==> config.mk <==
export PLATFORM = sky130hd
export DESIGN_NAME = spi_first_word_delay
export DESIGN_NICKNAME = d
export VERILOG_FILES = /design/src/rtl/spi_fwd_pkg.sv /design/src/rtl/fwd_decode.sv /design/src/rtl/fwd_counter.sv /design/src/rtl/fwd_fsm.sv /design/src/rtl/spi_first_word_delay.sv
export SDC_FILE = /design/constraint.sdc
export NUM_CORES = 1
export LEC_CHECK = 0
export BUFFER_PORTS_ARGS = -buffer_cell sky130_fd_sc_hd__buf_4
export CAP_MARGIN = 10
export CORE_MARGIN = 1
export CORE_UTILIZATION = 40
export CTS_BUF_LIST = sky130_fd_sc_hd__clkbuf_8 sky130_fd_sc_hd__clkbuf_16
export DETAILED_ROUTE_END_ITERATION = 7
export SKIP_LAST_GASP = 1
export SLEW_MARGIN = 20
export SYNTH_ARGS = -nofsm -noshare
export SYNTH_HDL_FRONTEND = slang
export SYNTH_SLANG_ARGS = --single-unit
==> constraint.sdc <==
create_clock -name clk -period 5.7 [get_ports clk]
set_clock_uncertainty 0.2 [all_clocks]
set_input_delay 0.57 -clock clk [delete_from_list [all_inputs] [get_ports clk]]
set_output_delay 0.57 -clock clk [all_outputs]
set_load 0.01 [all_outputs]
==> src/rtl/spi_fwd_pkg.sv <==
package spi_fwd_pkg;

   typedef enum logic [1:0] {
      FWD_IDLE = 2'd0,
      FWD_WAIT = 2'd1,
      FWD_RUN  = 2'd2
   } fwd_state_t;

endpackage

==> src/rtl/fwd_decode.sv <==
module fwd_decode #(
   parameter int SEL_W      = 3,
   parameter int MIN_LOG    = 2,
   parameter int MAX_LOG    = 5,
   parameter int TGT_W      = MAX_LOG + 1,
   parameter bit SHIFT_IMPL = 1'b1
) (
   input  logic [SEL_W-1:0] sel,
   input  logic             master_mode,
   input  logic             single_mode,
   output logic [TGT_W-1:0] tgt
);
   localparam int NUM_STEPS = MAX_LOG - MIN_LOG + 1;

   initial begin
      assert (MIN_LOG >= 0 && MAX_LOG >= MIN_LOG)
         else $error("fwd_decode: bad log range");
      assert ((1 << SEL_W) > NUM_STEPS)
         else $error("fwd_decode: SEL_W too narrow");
      assert (TGT_W > MAX_LOG)
         else $error("fwd_decode: TGT_W too narrow");
   end

   logic             code_ok;
   logic [TGT_W-1:0] raw;

   assign code_ok = (sel != '0) && (int'(sel) <= NUM_STEPS);

   generate
      if (SHIFT_IMPL) begin : g_shift
         always_comb begin
            raw = '0;
            if (code_ok) raw = TGT_W'(1) << (int'(sel) + MIN_LOG - 1);
         end
      end else begin : g_table
         always_comb begin
            raw = '0;
            for (int k = 1; k <= NUM_STEPS; k++) begin
               if (int'(sel) == k) raw = TGT_W'(1) << (k + MIN_LOG - 1);
            end
         end
      end
   endgenerate

   assign tgt = (master_mode && single_mode) ? raw : '0;

endmodule

==> src/rtl/fwd_counter.sv <==
module fwd_counter #(
   parameter int TGT_W = 6
) (
   input  logic             clk,
   input  logic             rst_n,
   input  logic             clear,
   input  logic             load,
   input  logic [TGT_W-1:0] load_tgt,
   input  logic             count_en,
   input  logic             tick,
   output logic             done
);
   logic [TGT_W-1:0] tgt_q;
   logic [TGT_W-1:0] cnt_q;
   logic             last;

   initial begin
      assert (TGT_W >= 2) else $error("fwd_counter: TGT_W too small");
   end

   assign last = (cnt_q == tgt_q - TGT_W'(1));
   assign done = count_en && tick && last;

   always_ff @(posedge clk or negedge rst_n) begin
      if (!rst_n) begin
         tgt_q <= '0;
         cnt_q <= '0;
      end else if (clear) begin
         tgt_q <= '0;
         cnt_q <= '0;
      end else if (load) begin
         tgt_q <= load_tgt;
         cnt_q <= '0;
      end else if (count_en && tick) begin
         cnt_q <= last ? '0 : cnt_q + TGT_W'(1);
      end
   end

   // the running count never reaches the captured target
   assert_cnt_below_tgt_R4: assert property (@(posedge clk) disable iff (!rst_n)
      (count_en && tgt_q != '0) |-> (cnt_q < tgt_q));

   // target stays fixed while counting
   assert_tgt_held_R9: assert property (@(posedge clk) disable iff (!rst_n)
      (count_en && !clear && !load) |=> (tgt_q == $past(tgt_q)));

   // count does not move without a tick
   assert_no_tick_hold_R5: assert property (@(posedge clk) disable iff (!rst_n)
      (!tick && !clear && !load) |=> $stable(cnt_q));

endmodule

==> src/rtl/fwd_fsm.sv <==
module fwd_fsm
   import spi_fwd_pkg::*;
#(
   parameter int TGT_W = 6
) (
   input  logic             clk,
   input  logic             rst_n,
   input  logic             chan_en,
   input  logic             tx_write,
   input  logic [TGT_W-1:0] tgt,
   input  logic             done,
   output logic             clear,
   output logic             load,
   output logic             count_en,
   output logic             start_req
);
   fwd_state_t state_q, state_d;

   always_comb begin
      state_d = state_q;
      unique case (state_q)
         FWD_IDLE: if (chan_en && tx_write) state_d = (tgt == '0) ? FWD_RUN : FWD_WAIT;
         FWD_WAIT: if (done) state_d = FWD_RUN;
         FWD_RUN:  state_d = FWD_RUN;
         default:  state_d = FWD_IDLE;
      endcase
      if (!chan_en) state_d = FWD_IDLE;
   end

   always_ff @(posedge clk or negedge rst_n) begin
      if (!rst_n) state_q <= FWD_IDLE;
      else        state_q <= state_d;
   end

   assign clear     = !chan_en;
   assign load      = (state_q == FWD_IDLE) && chan_en && tx_write;
   assign count_en  = (state_q == FWD_WAIT) && chan_en;
   assign start_req = (state_q == FWD_RUN);

   // a disabled channel leaves no start request
   assert_dis_clears_R8: assert property (@(posedge clk) disable iff (!rst_n)
      !chan_en |=> !start_req);

   // the request only falls after a disable
   assert_hold_while_en_R7: assert property (@(posedge clk) disable iff (!rst_n)
      $fell(start_req) |-> !$past(chan_en));

   // the request only rises from a sampled enable
   assert_rise_needs_en_R2: assert property (@(posedge clk) disable iff (!rst_n)
      $rose(start_req) |-> $past(chan_en));

   // leaving the wait happens only on a completed count
   assert_wait_exit_R4: assert property (@(posedge clk) disable iff (!rst_n)
      (state_q == FWD_WAIT && chan_en && !done) |=> (state_q == FWD_WAIT));

endmodule

==> src/rtl/spi_first_word_delay.sv <==
module spi_first_word_delay #(
   parameter int SEL_W      = 3,
   parameter int MIN_LOG    = 2,
   parameter int MAX_LOG    = 5,
   parameter bit SHIFT_IMPL = 1'b1
) (
   input  logic             clk,
   input  logic             rst_n,
   input  logic             chan_en,
   input  logic             tx_write,
   input  logic             master_mode,
   input  logic             single_mode,
   input  logic [SEL_W-1:0] dly_sel,
   input  logic             sclk_tick,
   output logic             start_req
);
   localparam int TGT_W = MAX_LOG + 1;

   logic [TGT_W-1:0] tgt;
   logic             done, clear, load, count_en;

   fwd_decode #(
      .SEL_W(SEL_W), .MIN_LOG(MIN_LOG), .MAX_LOG(MAX_LOG),
      .TGT_W(TGT_W), .SHIFT_IMPL(SHIFT_IMPL)
   ) i_decode (
      .sel(dly_sel), .master_mode(master_mode), .single_mode(single_mode), .tgt(tgt)
   );

   fwd_counter #(.TGT_W(TGT_W)) i_counter (
      .clk(clk), .rst_n(rst_n), .clear(clear), .load(load), .load_tgt(tgt),
      .count_en(count_en), .tick(sclk_tick), .done(done)
   );

   fwd_fsm #(.TGT_W(TGT_W)) i_fsm (
      .clk(clk), .rst_n(rst_n), .chan_en(chan_en), .tx_write(tx_write),
      .tgt(tgt), .done(done), .clear(clear), .load(load),
      .count_en(count_en), .start_req(start_req)
   );

   // the request is low right after reset release
   assert_reset_low_R1: assert property (@(posedge clk) disable iff (!rst_n)
      $rose(rst_n) |-> !start_req);

endmodule

=== Word level (Yosys, flattened, before mapping) ===
Cells that the tools add are included.

* Bits in writable memories: 0
* Flip-flop bits (word level): 14
* Memories kept: 0
* Word-level logic and storage cells: 41
* Memory bits (read-only): 0
* Bits in latches: 0
* Input port bits: 10
* Output and inout port bits: 1

* Bitwise operators: 0
* Divide/modulo/power cells: 0
* Order comparisons: 1
* $mul: 0
* Reduce and logical (&&, ||, !) cells: 12
* Eq/ne operators: 7
* Mux-type cells: 13
* Shift operators: 1
* Add/sub/neg operators: 4

{| class="wikitable"
|+ Operators by type and width
! cell !! number
|-
| two-way mux 6 bit || 8
|-
| left shift 1 x 32 -> 6 bit, first input constant || 1
|-
| subtractor 32 x 2 -> 32 bit, second input constant || 1
|-
| logical AND 1 bit || 8
|-
| two-way mux 2 bit || 4
|-
| adder 6 x 1 -> 6 bit, second input constant || 1
|-
| equality test 6 bit || 1
|-
| zero test 6 bit || 1
|-
| case mux 2 bit (3 select lines) || 1
|-
| subtractor 6 x 1 -> 6 bit, second input constant || 1
|-
| adder 3 x 2 -> 4 bit, second input constant || 1
|-
| <= comparator 3 bit, second input constant || 1
|-
| != test 3 x 1 -> 1 bit, second input constant || 1
|-
| != test 3 x 2 -> 1 bit, second input constant || 1
|-
| != test 3 bit, second input constant || 1
|-
| nonzero test 3 bit || 1
|-
| equality test 2 x 1 -> 1 bit, second input constant || 1
|-
| equality test 2 bit, second input constant || 1
|-
| zero test 2 bit || 1
|-
| != test 2 x 1 -> 1 bit, second input constant || 1
|-
| AND reduction 2 bit || 1
|}

=== Depth between registers and ports, before layout ===
Gate-level depths: netlist of the first run.

* Depth after elaboration: 10
* Depth in mapped cells: 8
* Mapped depth without buffers: 7

=== By module ===
From an unflattened synthesis of the first run, not the netlist that was laid out.

* Cell total of the unflattened synthesis: 111
* Area total of the unflattened synthesis: 1,061.0 um^2

{| class="wikitable"
|+ Modules (own cells, without submodules)
! module !! cells an instance !! area an instance (um^2) !! instances !! seq. area each (um^2)
|-
| fwd_counter || 81 || 789.5 || 1 || 300.3
|-
| fwd_fsm || 22 || 201.4 || 1 || 50.0
|-
| fwd_decode || 8 || 70.1 || 1 || 0.0
|}

=== Worst setup path before layout of the first run ===
No wires, ideal clock.

* Kind: flip-flop to flip-flop
* Start: register i_counter.tgt_q[0]
* End: register i_fsm.state_q[0]
* Setup time: 0.120 ns
* Period minus slack after synthesis: 2.157 ns
* Path buffers: 0
* Arrival time: 1.836 ns
* Setup slack: 3.543 ns
* Data required time: 5.380 ns
* Cell stages (with the launch flop): 6
* Path through: dfrtp_1 > or4_4 > nor3_4 > o2111ai_4 > or3_1 > o211a_1

* Cells in the longest elaborated chain, start to end: 5

{| class="wikitable"
|+ RTL lines
! element !! line !! source
|-
| start: declaration || fwd_counter.sv:13 || <nowiki>logic [TGT_W-1:0] tgt_q;</nowiki>
|-
| start signal: assignment || fwd_counter.sv:32 || <nowiki>tgt_q <= load_tgt;</nowiki>
|-
| subtractor 6 x 1 -> 6 bit || fwd_counter.sv:21 || <nowiki>assign last = (cnt_q == tgt_q - TGT_W'(1));</nowiki>
|-
| equality test 6 bit || fwd_counter.sv:21 ||
|-
| logical AND 1 bit || fwd_counter.sv:22 || <nowiki>assign done = count_en && tick && last;</nowiki>
|-
| != test 3 bit (no line) || - ||
|-
| AND reduction 2 bit (no line) || - ||
|-
| end signal: assignment || fwd_fsm.sv:32 || <nowiki>else state_q <= state_d;</nowiki>
|-
| end: declaration || fwd_fsm.sv:17 || <nowiki>fwd_state_t state_q, state_d;</nowiki>
|}

No other way between the ends.
A chain may end at the register's enable or synchronous reset.

=== Worst setup path after layout of the first run ===
Ends and elaborated chain as after synthesis.

==> results, run 1 <==
- The run finished with clean final reports.
- Of the total power, the share spent switching nets is 0.260.
- Cell internal power was estimated by the tool at 0.000164 W.
- The critical-path maximum fanout is 10.
- Summed over all layers, the routed wires come to 2370 um.
- After synthesis, the largest family of logic cells by area is compound AO/OA/AOI/OAI gates.
- The tree is rooted in a clkbuf_8.
- The initial utilization of the core area, before any placement, comes to 0.430.
- Counting instances, the worst hold path has a depth of 1.
- The most common flop cell mapped by yosys is dfrtp_1.
- Of the total power, the clock network draws 0.363.
- The synthesis-stage register bit count is 14.
- The worst slew margin relative to its limit is 0.679.
- For this run the aggregate overflow at the end of global routing stands at 0.
- The mean instance size in the synthesized netlist is 8.82 um^2.
- Setup repair after global routing left no endpoint under its margin.
- The post-synthesis cell area is 0.00108 mm^2.
- The detailed-routing wirelength on met1 is 1130 um.
- After legalization and detailed placement, the total HPWL measured 1800 um.
- The tool flagged a number of max-cap violations equal to 0.
- The compound-cell area share of the yosys netlist was 0.249.
- By startpoint and endpoint, the worst setup path is classified as reg -> reg.
- For this run, the post-layout net count is 154.
- The completed layout was analyzed and its total power is 0.000222 W.
- The repair_antennas step left the layout with diodes totalling 0.
- STA puts the critical path data arrival time at 2.22 ns.
- The number of CTS-inserted buffers is 3.
- The portion of synthesized area spent on multiplexers is 0.00930.
- After detailed routing, the number of vias per cell comes to 5.74.
- Row generation in the floorplan step produced 18 rows.
- In the post-synthesis netlist, the biggest area contributors are dfrtp_1, ha_1, nand2_1.
- The area share of the largest cell type after synthesis is 0.326.
- The number of buffers inserted by post-CTS setup repair is 0.
- The cell area power density is 180 mW/mm^2.
- The data required time of the critical path is 5.63 ns.
- The power share of the combinational group is 0.172.
- The final count of pins violating max slew is 0.
- The congestion estimate from routability-driven global placement came to 0.769.
- The maximum buffer depth of the clock tree is 2.
- The instance count of the mapped netlist is 122.
- The area share of fa/ha/maj cells after synthesis is 0.0930.
- For this run, asynchronously set or reset flops after synthesis account for 1.00.
- The commonest cells after synthesis are nand2_1, dfrtp_1, a21oi_1.
- The static leakage is 0.523 nW.
- Of the total synthesized cell area, the portion taken by AND, OR, NAND and NOR gates is 0.240.
- The post-route antenna net violation count is 0.
- The endpoint identified for the worst register-to-register timing path is i_fsm.state_q[0].
- The class of the worst hold path is reg -> reg.
- The share of final-layout standard cells stronger than drive strength 1 is 0.127.
- The number of global-route vias before repair is 929.
- The net count after synthesis is 140.
- TritonCTS built the clock tree.
- The final period demand of the worst path is 2.29 ns.
- The clock transition at the register clock pins on the worst setup and hold paths after CTS is 0.06 ns.
- The sequential element share of the synthesized area is 0.326.
- The source of the worst register-to-register timing path is i_counter.tgt_q[0].
- The per-cell routed wire length is 14.5 um.
- The most frequent cell after synthesis is nand2_1.
- The area of the die is 0.00290 mm^2.
- The wire length of the first global-routing pass is 4090 um.
- The largest net degree at the start of global routing is 15.
- The worst setup path is captured at a flop.
- The transition time at the pin with the least slew margin is 0.480 ns.
- Counting flops with a built-in enable in the synthesized netlist gives 0.
- The number of distinct library cells after synthesis is 40.
- Relative to the synthesized area, the layout overhead comes to 14.5%.
- Summed over all nets, the switching power comes to 0.0000579 W.
- The via total after detailed routing is 941.
- In this run the vertical extent of the chip is 53.9 um.
- For this design the top-level I/O count stands at 11.
- In the finished design, the share of the clock period the worst path needs comes to 0.403.
- The total of cells resized after clock tree synthesis is 0.
- The Yosys warning count is 0.
- For the final routed database, the setup TNS stands at 0 ns.
- After detailed routing, the met3 layer carries 59 um of wire.
- The number of H-tree levels is 1.
- After detailed routing, the number of remaining DRC violations is 0.
- The slack of the worst reg-to-reg path is 3.41 ns.
- The number of iterations in the first detailed-routing pass is 4.
- The highest signal layer in the routed design is met4.
- Measured in cells, the most critical reg-to-reg path has a length of 5.
- The maximum clock frequency is 436 MHz.
- The overall fraction of global-route tracks in use is 0.201.
- The worst setup path is launched from a flop.
- The worst hold path terminates at i_counter.tgt_q[5].
- The clock insertion delay at the later pin of the skew report is 0.24 ns.
- The launch point of the worst hold path is i_counter.tgt_q[5].
- Setup violations remaining at the end of the flow were counted as 0.
- The total core area is 0.00250 mm^2.
- The die extent in x is 53.9 um.
- dfrtp_1 takes more of the synthesized area than any other cell.
- Of the total power, registers draw 0.465.
- The count of buffers added on input and output ports is 10.
- The hold violation total from the final report is 0.
- After the first detailed-routing iteration, the DRC count stood at 27.
- The initial antenna violation count is 0.
- The worst supply voltage drop on vdd is 0.0905 mV.
- The clock net in this run drives a total of 14 sinks.
- The share of the synthesized netlist area taken by xor and xnor gates is 0.0488.
- The total length of routed met2 wires is 1170 um.
metrics by stage:
| step | cells | setup slack, ns | util | hold WS, ns | cell area [um^2] |
|---|---|---|---|---|---|
| after global placement | 160 | 3.42 | 0.472 | 0.234 | 1180 |
| after floorplan | 122 | 3.54 | - | 0.0744 | 1080 |
| after detailed placement | 160 | 3.41 | 0.472 | 0.235 | 1180 |
| after CTS | 164 | 3.40 | 0.493 | 0.336 | 1230 |
| after global routing | 164 | 3.30 | 0.493 | 0.339 | 1230 |
| final | 164 | 3.41 | 0.493 | 0.326 | 1230 |
flip-flops by register name, indices dropped and copies added, names as in the netlist:
signal and cells:
i_fsm.state_q 2, i_counter.tgt_q 6, i_counter.cnt_q 6
area by class of cell:
| type | instances | area, um^2 |
|---|---|---|
| Timing Repair Buffer | 11 | 85.1 |
| Multi-Input combinational cell | 98 | 688 |
| Sequential cell | 14 | 350 |
| Fill cell | 240 | 1270 |
| Clock buffer | 3 | 41.3 |
| Inverter | 8 | 30.0 |
| Tap cell | 30 | 37.5 |
power groups by stage:
stage | Clock, W | Sequential, W | Combinational [W]
detailed placement | 0 | 0.000105 | 0.0000377
CTS | 0.0000846 | 0.000103 | 0.0000387
floorplan | 0 | 0.000104 | 0.0000223
global placement | 0 | 0.000105 | 0.0000372
finish | 0.0000808 | 0.000103 | 0.0000382
global route | 0.0000882 | 0.000104 | 0.0000436
how the worst max path moves through the flow:
stage | startpoint | endpoint | depth (start not counted)
after global placement | dly_sel[1] | i_fsm.state_q[1] | 7
after global routing | i_counter.tgt_q[0] | i_fsm.state_q[1] | 5
after floorplan | i_counter.tgt_q[0] | i_fsm.state_q[0] | 5
final | i_counter.tgt_q[0] | i_fsm.state_q[0] | 5
after CTS | i_counter.tgt_q[0] | i_fsm.state_q[0] | 5
after detailed placement | i_counter.tgt_q[0] | i_fsm.state_q[0] | 5
critical path, stage by stage (launching register included):
cell,delay (ns)
dfrtp_1,0.42
or4_4,0.55
nor3_4,0.17
o2111ai_4,0.21
or3_1,0.41
o211a_1,0.22
cell families after synthesis:
kind of cell	after synthesis
simple gates	48
compound gates	35
flops	14
buf+inv	10
fa+ha+maj	8
xor+xnor	6
mux	1
timing repair:
action                     in CTS  in global routing
setup endpoints to repair       0                  0
hold endpoints to repair       14                  0
hold buffers                    1                  0
metal layers:
metal  GRT usage  vias up
li1            -      473
met1       0.252      451
met5           0        -
met4      0.0526        0
met3      0.0424        2
met2       0.344       15
cells in the final DEF, fill, tap and decap left out, types with 2 or more instances in the layout:
cell and instances:
nor3_1 3, nand2b_1 3, o21a_1 2, o22ai_1 4, and2_1 3, nor2b_1 3, nand3_1 4, o31a_1 2
or3_1 2, xnor2_1 2, xor2_1 4, o21ai_1 3, dfrtp_1 14, a21oi_1 9, inv_1 8, clkbuf_8 3
o311ai_1 2, nor3b_1 2, ha_1 8, nand2_1 17, o211a_1 2, o21ai_0 2, buf_4 10, nor2_1 5
(Power assumes the default switching activity.)
==> run 2: changes to the inputs <==
==> constraint.sdc (replaced) <==
create_clock -name clk -period 2.3 [get_ports clk]
set_clock_uncertainty 0.2 [all_clocks]
set_input_delay 0.23 -clock clk [delete_from_list [all_inputs] [get_ports clk]]
set_output_delay 0.23 -clock clk [all_outputs]
set_load 0.01 [all_outputs]
==> run 2 against run 1 <==
Compared with the run above: global-route usage up 0.80 points; register-to-register slack worse by 3.3 ns; sequential share of layout area down 1.1 points; cell count up 3.7%; sequential power up 150%; critical path depth unchanged; largest cell class unchanged.
==> results, run 2 (synthesis results as in run 1) <==
- The slack of the worst reg-to-reg path is 0.08 ns.
- The placer congestion estimate is 0.753.
- The initial core utilization is 0.430.
- Setup repair after global routing could not meet its margin everywhere.
- The kind of capture point of the worst setup path is a flop.
- The hold violation total from the final report was 0.
- The cell area power density is 467 mW/mm^2.
- The source of the worst register-to-register timing path is i_counter.tgt_q[1].
- The relative area change from synthesis to final layout is 19.3%.
- The total length of routed met3 wires is 90 um.
- Dividing the final minimum period by the clock period gives 0.966.
- The final-layout setup total negative slack is 0 ns.
- In this run, the number of DRC markers left after iteration 0 of detailed routing was 24.
- The final count of pins violating max slew is 0.
- The sink of the worst hold path is i_counter.tgt_q[3].
- The highest signal layer in the routed design is met4.
- The die is 53.9 um wide.
- Measured on the finished design, the core utilization comes to 0.514.
- The final layout contains 159 nets.
- Derived from the worst setup path, the maximum achievable clock frequency is 450 MHz.
- Once placement completed, the tool counted placed cells totaling 164.
- The worst supply voltage drop on vdd is 0.368 mV.
- The number of cell instances on the worst register-to-register path is 5.
- Setup violations remaining at the end of the flow were counted as 0.
- After legalization and detailed placement, the total HPWL measured 1880 um.
- Summing all placed instances gives a cell area of 0.00121 mm^2.
- Of the cells placed in the final design, the portion with a size suffix greater than 1 is 0.164.
- The category of the worst setup path launch point is a flop.
- The worst register-to-register path ends at i_fsm.state_q[0].
- The worst path arrival time is 2.16 ns.
- For this run, the total global-route usage over all layers was measured as 0.209.
- Detailed routing placed a total of 1220 um of wire on met2.
- The post-route antenna net violation count is 0.
- For this run, design rule violations remaining after detail routing come to 0.
- After clock tree synthesis, the repair step resized 0 gates.
- The launch point of the worst hold path is dly_sel[0].
- The worst path in the final design needs a cycle of 2.22 ns, including I/O delays and setup.
- The number of global-route vias before repair is 964.
- Fill cells in the final layout number 238.
- After detailed routing, the wire length on met1 is 1140 um.
- In this run the tool buffered the top-level ports with 10 buffer cells.
- In the routed layout, each cell is associated on average with a via count of 5.62.
- The transition time at the pin with the least slew margin is 0.427 ns.
- The data required time of the critical path is 2.24 ns.
- Along the worst hold path, the cell count comes to 2.
- The number of clock sinks is 14.
- The via total after detailed routing is 955.
- The clock passes through at most 2 buffers.
- The clock transition at the register clock pins on the worst setup and hold paths after CTS is 0.06 ns.
- After global routing the overflow that remains totals 0.
- The area of the die is 0.00290 mm^2.
- The critical setup path kind is reg -> reg.
- The tree is rooted in a clkbuf_8.
- The initial antenna violation count is 0.
- The largest net degree at the start of global routing is 15.
- The sequential cells in the finished layout cover a total of 350 um^2.
- The first global-routing pass estimated 4260 um of wire.
- The die is 53.9 um tall.
- Summing internal, switching and leakage power gives 0.000600 W.
- The floorplan step defined a core boundary enclosing 0.00250 mm^2.
- In this run the tightest slew margin relative to its limit is 0.715.
- The path class of the tightest hold or removal check is in -> reg.
- The most common library cell in the layout ignoring fill and taps is nand2_1.
- In the layout the commonest cells are nand2_1, buf_4, dfrtp_1.
- The largest registers in the layout are i_counter.cnt_q (6), i_counter.tgt_q (6), i_fsm.state_q (2).
- The number of max-cap violations is 0.
- The number of antenna diodes in the final layout is 0.
- TritonCTS built the clock tree.
- The routed wire length is 2480 um.
- During I/O placement, the number of pins put on the boundary was 11.
- Of all nets on the critical path, the largest fanout is 6.
- The first TritonRoute pass finished after 4 iterations.
- The area used by multi-input combinational logic is 688 um^2.
- The static leakage is 0.554 nW.
- Excluding fillers, the count of instances in the completed layout stands at 170.
- The run finished with clean final reports.
- Once layout is done, the placed cells without fillers occupy 0.00128 mm^2.
- The per-cell routed wire length is 14.6 um.
- The floorplan row count is 18.
- Clock latency on the worst-skew pair, taken at its later pin, is 0.25 ns.
- The number of H-tree levels is 1.
- The number of CTS-inserted buffers is 3.
==> run 2: cell types whose count changed in the layout (fill, tap and decap cells not counted) <==
cell | previous run | this run
buf_4 | 10 | 15
clkbuf_8 | 3 | 4
==> run 2: report_power, final <==
group          internal, W  switching (W)
Clock             0.000152      0.0000953
Sequential        0.000250     0.00000525
Combinational    0.0000414      0.0000559
==> run 2: through the flow <==
| step | hold slack, ns | worst slack (ns) |
|---|---|---|
| 2_1_floorplan | -0.266 | 0.143 |
| 3_3_place_gp | -0.108 | 0.140 |
| 3_5_place_dp | -0.109 | 0.0494 |
| 4_1_cts | 0.00151 | 0.0426 |
| 5_1_grt | 0.0254 | -0.00836 |
| 6_report | 0.00884 | 0.0771 |
==> run 2: worst max-delay path by stage <==
stage,start,end,slack (ns),cells after the start
finish,i_counter.tgt_q[1],i_fsm.state_q[0],0.08,5
global route,i_counter.tgt_q[0],i_fsm.state_q[0],-0.008,5
detailed placement,i_counter.tgt_q[0],i_fsm.state_q[1],0.05,5
floorplan,i_counter.tgt_q[0],i_fsm.state_q[0],0.14,5
global placement,i_counter.tgt_q[0],i_fsm.state_q[0],0.14,5
CTS,i_counter.tgt_q[0],i_fsm.state_q[1],0.04,5
==> run 2: what timing repair did <==
action	4_1_cts	5_1_grt
setup endpoints to repair	0	2
setup buffers	0	1
hold buffers	1	0
endpoints found under the hold margin	14	0
==> run 2: worst max-delay path, cell delays in order (launching register included) <==
cell and delay, ns:
dfrtp_1 0.40, or4_4 0.57, nor3_4 0.17, o2111ai_4 0.17, or3_1 0.41, o211a_1 0.21
==> run 2: final cells by class <==
class,instances,share of cell area
tap,30,0.0292
inverter,8,0.0234
timing repair buffer,16,0.0955
multi-input combinational,98,0.536
clock buffer,4,0.0429
sequential,14,0.273
==> run 2: metal layers <==
layer  GRT usage  up-vias
li1            -      483
met1       0.266      450
met2       0.346       18
met3      0.0508        4
met4      0.0614        0
met5           0        -
==> run 3: changes to the inputs <==
--- a/config.mk
+++ b/config.mk
@@ -7,6 +7,7 @@
 export LEC_CHECK = 0
 export BUFFER_PORTS_ARGS = -buffer_cell sky130_fd_sc_hd__buf_4
 export CAP_MARGIN = 10
+export CORE_ASPECT_RATIO = 0.5
 export CORE_MARGIN = 1
 export CORE_UTILIZATION = 40
 export CTS_BUF_LIST = sky130_fd_sc_hd__clkbuf_8 sky130_fd_sc_hd__clkbuf_16
==> run 3 against run 2 <==
Compared with the run above: largest power group unchanged; hold slack worse by 0.011 ns; core utilization up 2.7 points; the flow now finishes with violations (negative hold slack); largest cell class unchanged; flip-flop and latch count unchanged; non-clock buffer count down 1; fmax up 0.87%.
==> results, run 3 (synthesis results as in run 1) <==
- Once placement finished, the instance area stood at 0.00122 mm^2.
- The total overflow left after global routing is 0.
- For flop-to-flop paths, the worst setup slack is 0.1 ns.
- The checks that failed: negative hold slack.
- In this run the core area contains 12 standard-cell rows.
- The flow ran to the end, but the final reports show violations.
- The final count of pins violating max slew is 0.
- After legalization and detailed placement, the total HPWL measured 1860 um.
- The routed wire length is 2430 um.
- The critical-path cell with the highest stage delay is or4_4.
- The diode insertion count for antenna repair is 0.
- The floorplan step defined a core boundary enclosing 0.00237 mm^2.
- Of all nets on the critical path, the largest fanout is 5.
- The final design area excluding fillers is 0.00128 mm^2.
- CTS saw 14 sinks.
- The number of DRC markers after the initial detailed-route iteration is 38.
- Walking the worst path, the cells encountered are or4_4 -> nor3_4 -> o2111ai_4 -> or3_1 -> o211a_1.
- The placer congestion estimate is 0.774.
- The critical setup path kind is reg -> reg.
- The via total after detailed routing is 953.
- The critical path's largest stage delay is 0.55 ns.
- Setup repair after global routing left no endpoint under its margin.
- The maximum buffer depth of the clock tree is 2.
- TritonCTS built the clock tree.
- The worst-case IR drop observed on VDD is 0.218 mV.
- The via density per instance is 5.48.
- In the layout the commonest cells are nand2_1, dfrtp_1, buf_4.
- The largest net degree at the start of global routing is 15.
- The number of nets at the end of the flow is 158.
- The number of fillers in the final layout is 231.
- The tool flagged a number of max-cap violations equal to 0.
- Headroom to the max-slew limit came out at 0.669.
- The static leakage is 0.548 nW.
- In this run the clock root is driven by a clkbuf_8.
- The die covers 0.00291 mm^2.
- The fraction of power consumed by sequential logic is 0.424.
- The number of buffers inserted by post-CTS setup repair is 0.
- The clock transition at the register clock pins on the worst setup and hold paths after CTS is 0.06 ns.
- The initial utilization of the core area, before any placement, comes to 0.454.
- The count of input and output buffers is 10.
- The share of total power dissipated in combinational logic is 0.162.
- The top-level port count is 11.
- Leaving out fill and tap cells, the most frequent cell in the layout is nand2_1.
- The met1 track utilization from global routing is 0.283.
- At the pin with the least slew margin, the transition time is 0.496 ns.
- The cell-internal power is 0.000444 W.
- The number of global-route vias before repair was 876.
- The final period demand of the worst path is 2.20 ns.
- In the final routed layout, each cell accounts on average for 14.0 um.
- For this run, design rule violations remaining after detail routing come to 0.
- In this run the number of H-tree levels came out at 1.
- Across all setup checks in the final design, the least slack found is 0.0963 ns.
- The total setup violations reported at the end of the flow is 0.
- At the end of the flow the core is filled with cells to 0.541.
- The data required time of the critical path is 2.24 ns.
- The initial antenna violation count is 0.
- After global routing, the most crowded layer is met2.
- The relative area change from synthesis to final layout is 19.2%.
- The wire length of the first global-routing pass is 4150 um.
- For the worst setup path, the data arrival time is 2.14 ns.
- The path class of the tightest hold or removal check is in -> reg.
- The die is 75.4 um wide.
- The met3 track demand over resource in global routing is 0.0547.
- Of the total power, the clock network draws 0.414.
- Of the total power, the share spent switching nets is 0.263.
- Derived from the worst setup path, the maximum achievable clock frequency is 454 MHz.
- STA classifies the critical path startpoint as a flop.
- Across all hold checks on the routed design, the worst slack comes to -0.00167 ns.
- The final-layout setup total negative slack is 0 ns.
- The number of iterations in the first detailed-routing pass is 4.
- The clock insertion delay at the later pin of the skew report is 0.25 ns.
- STA classifies the critical path endpoint as a flop.
- Of the available clock period, the critical path in the final layout requires 0.958.
- The share of final-layout standard cells stronger than drive strength 1 is 0.158.
- The number of CTS-inserted buffers is 3.
- The setup slack at placement is 0.124 ns.
- The height of the chip is 38.7 um.
- The largest registers in the layout are i_counter.cnt_q (6), i_counter.tgt_q (6), i_fsm.state_q (2).
- The global routing met2 resource utilization is 0.297.
- For this design the ratio of total power to cell area is 470 mW/mm^2.
- The hold violation total from the final report is 1.
- The post-route antenna net violation count is 0.
- The overall fraction of global-route tracks in use is 0.203.
- The reported net switching power is 0.000159 W.
==> run 3: metal layers <==
metal / vias up / share of wire
li1: 483 / -
met1: 447 / 0.55
met2: 19 / 0.41
met3: 4 / 0.033
met4: 0 / 0.010
met5: - / 0
==> run 3: worst max-delay path: cells and delay by family (launching register included) <==
family / cells / cell delay (ns)
compound gates: 2 / 0.37
flops: 1 / 0.41
simple gates: 3 / 1.11
==> run 3: cell type report <==
class	instances	area [um^2]	share of cell area
clock buffer	4	55.1	0.0429
sequential	14	350	0.273
inverter	8	30.0	0.0234
tap	35	43.8	0.0341
multi-input combinational	98	688	0.537
timing repair buffer	15	115	0.0898
==> run 3: power by group through the flow <==
| stage | sequential (W) | combinational, W | clock [W] |
|---|---|---|---|
| after detailed placement | 0.000260 | 0.0000961 | 0 |
| final | 0.000256 | 0.0000979 | 0.000249 |
| after global placement | 0.000260 | 0.0000943 | 0 |
| after floorplan | 0.000259 | 0.0000552 | 0 |
| after global routing | 0.000256 | 0.000110 | 0.000257 |
| after CTS | 0.000256 | 0.0000977 | 0.000251 |
==> run 3: worst paths after layout <==
check / startpoint / endpoint / depth (start not counted)
worst max register to register: i_counter.tgt_q[0] / i_fsm.state_q[0] / 5
worst min register to register: i_counter.tgt_q[5] / i_counter.tgt_q[5] / 1
worst max-delay path: i_counter.tgt_q[0] / i_fsm.state_q[0] / 5
worst min-delay path: dly_sel[0] / i_counter.tgt_q[3] / 2
min in group asynchronous: rst_n / i_counter.tgt_q[3] / 2
max in group asynchronous: rst_n / i_counter.cnt_q[0] / 2
==> run 3: what timing repair did <==
action / CTS / global route
endpoints found under the hold margin: 14 / 0
hold buffers: 1 / 0
resized for setup: 0 / 0
==> run 3: metrics by stage <==
stage                     cells  power, W
after floorplan             122  0.000314
after global placement      169  0.000354
after detailed placement    169  0.000356
after CTS                   174  0.000605
after global routing        174  0.000623
final                       174  0.000603
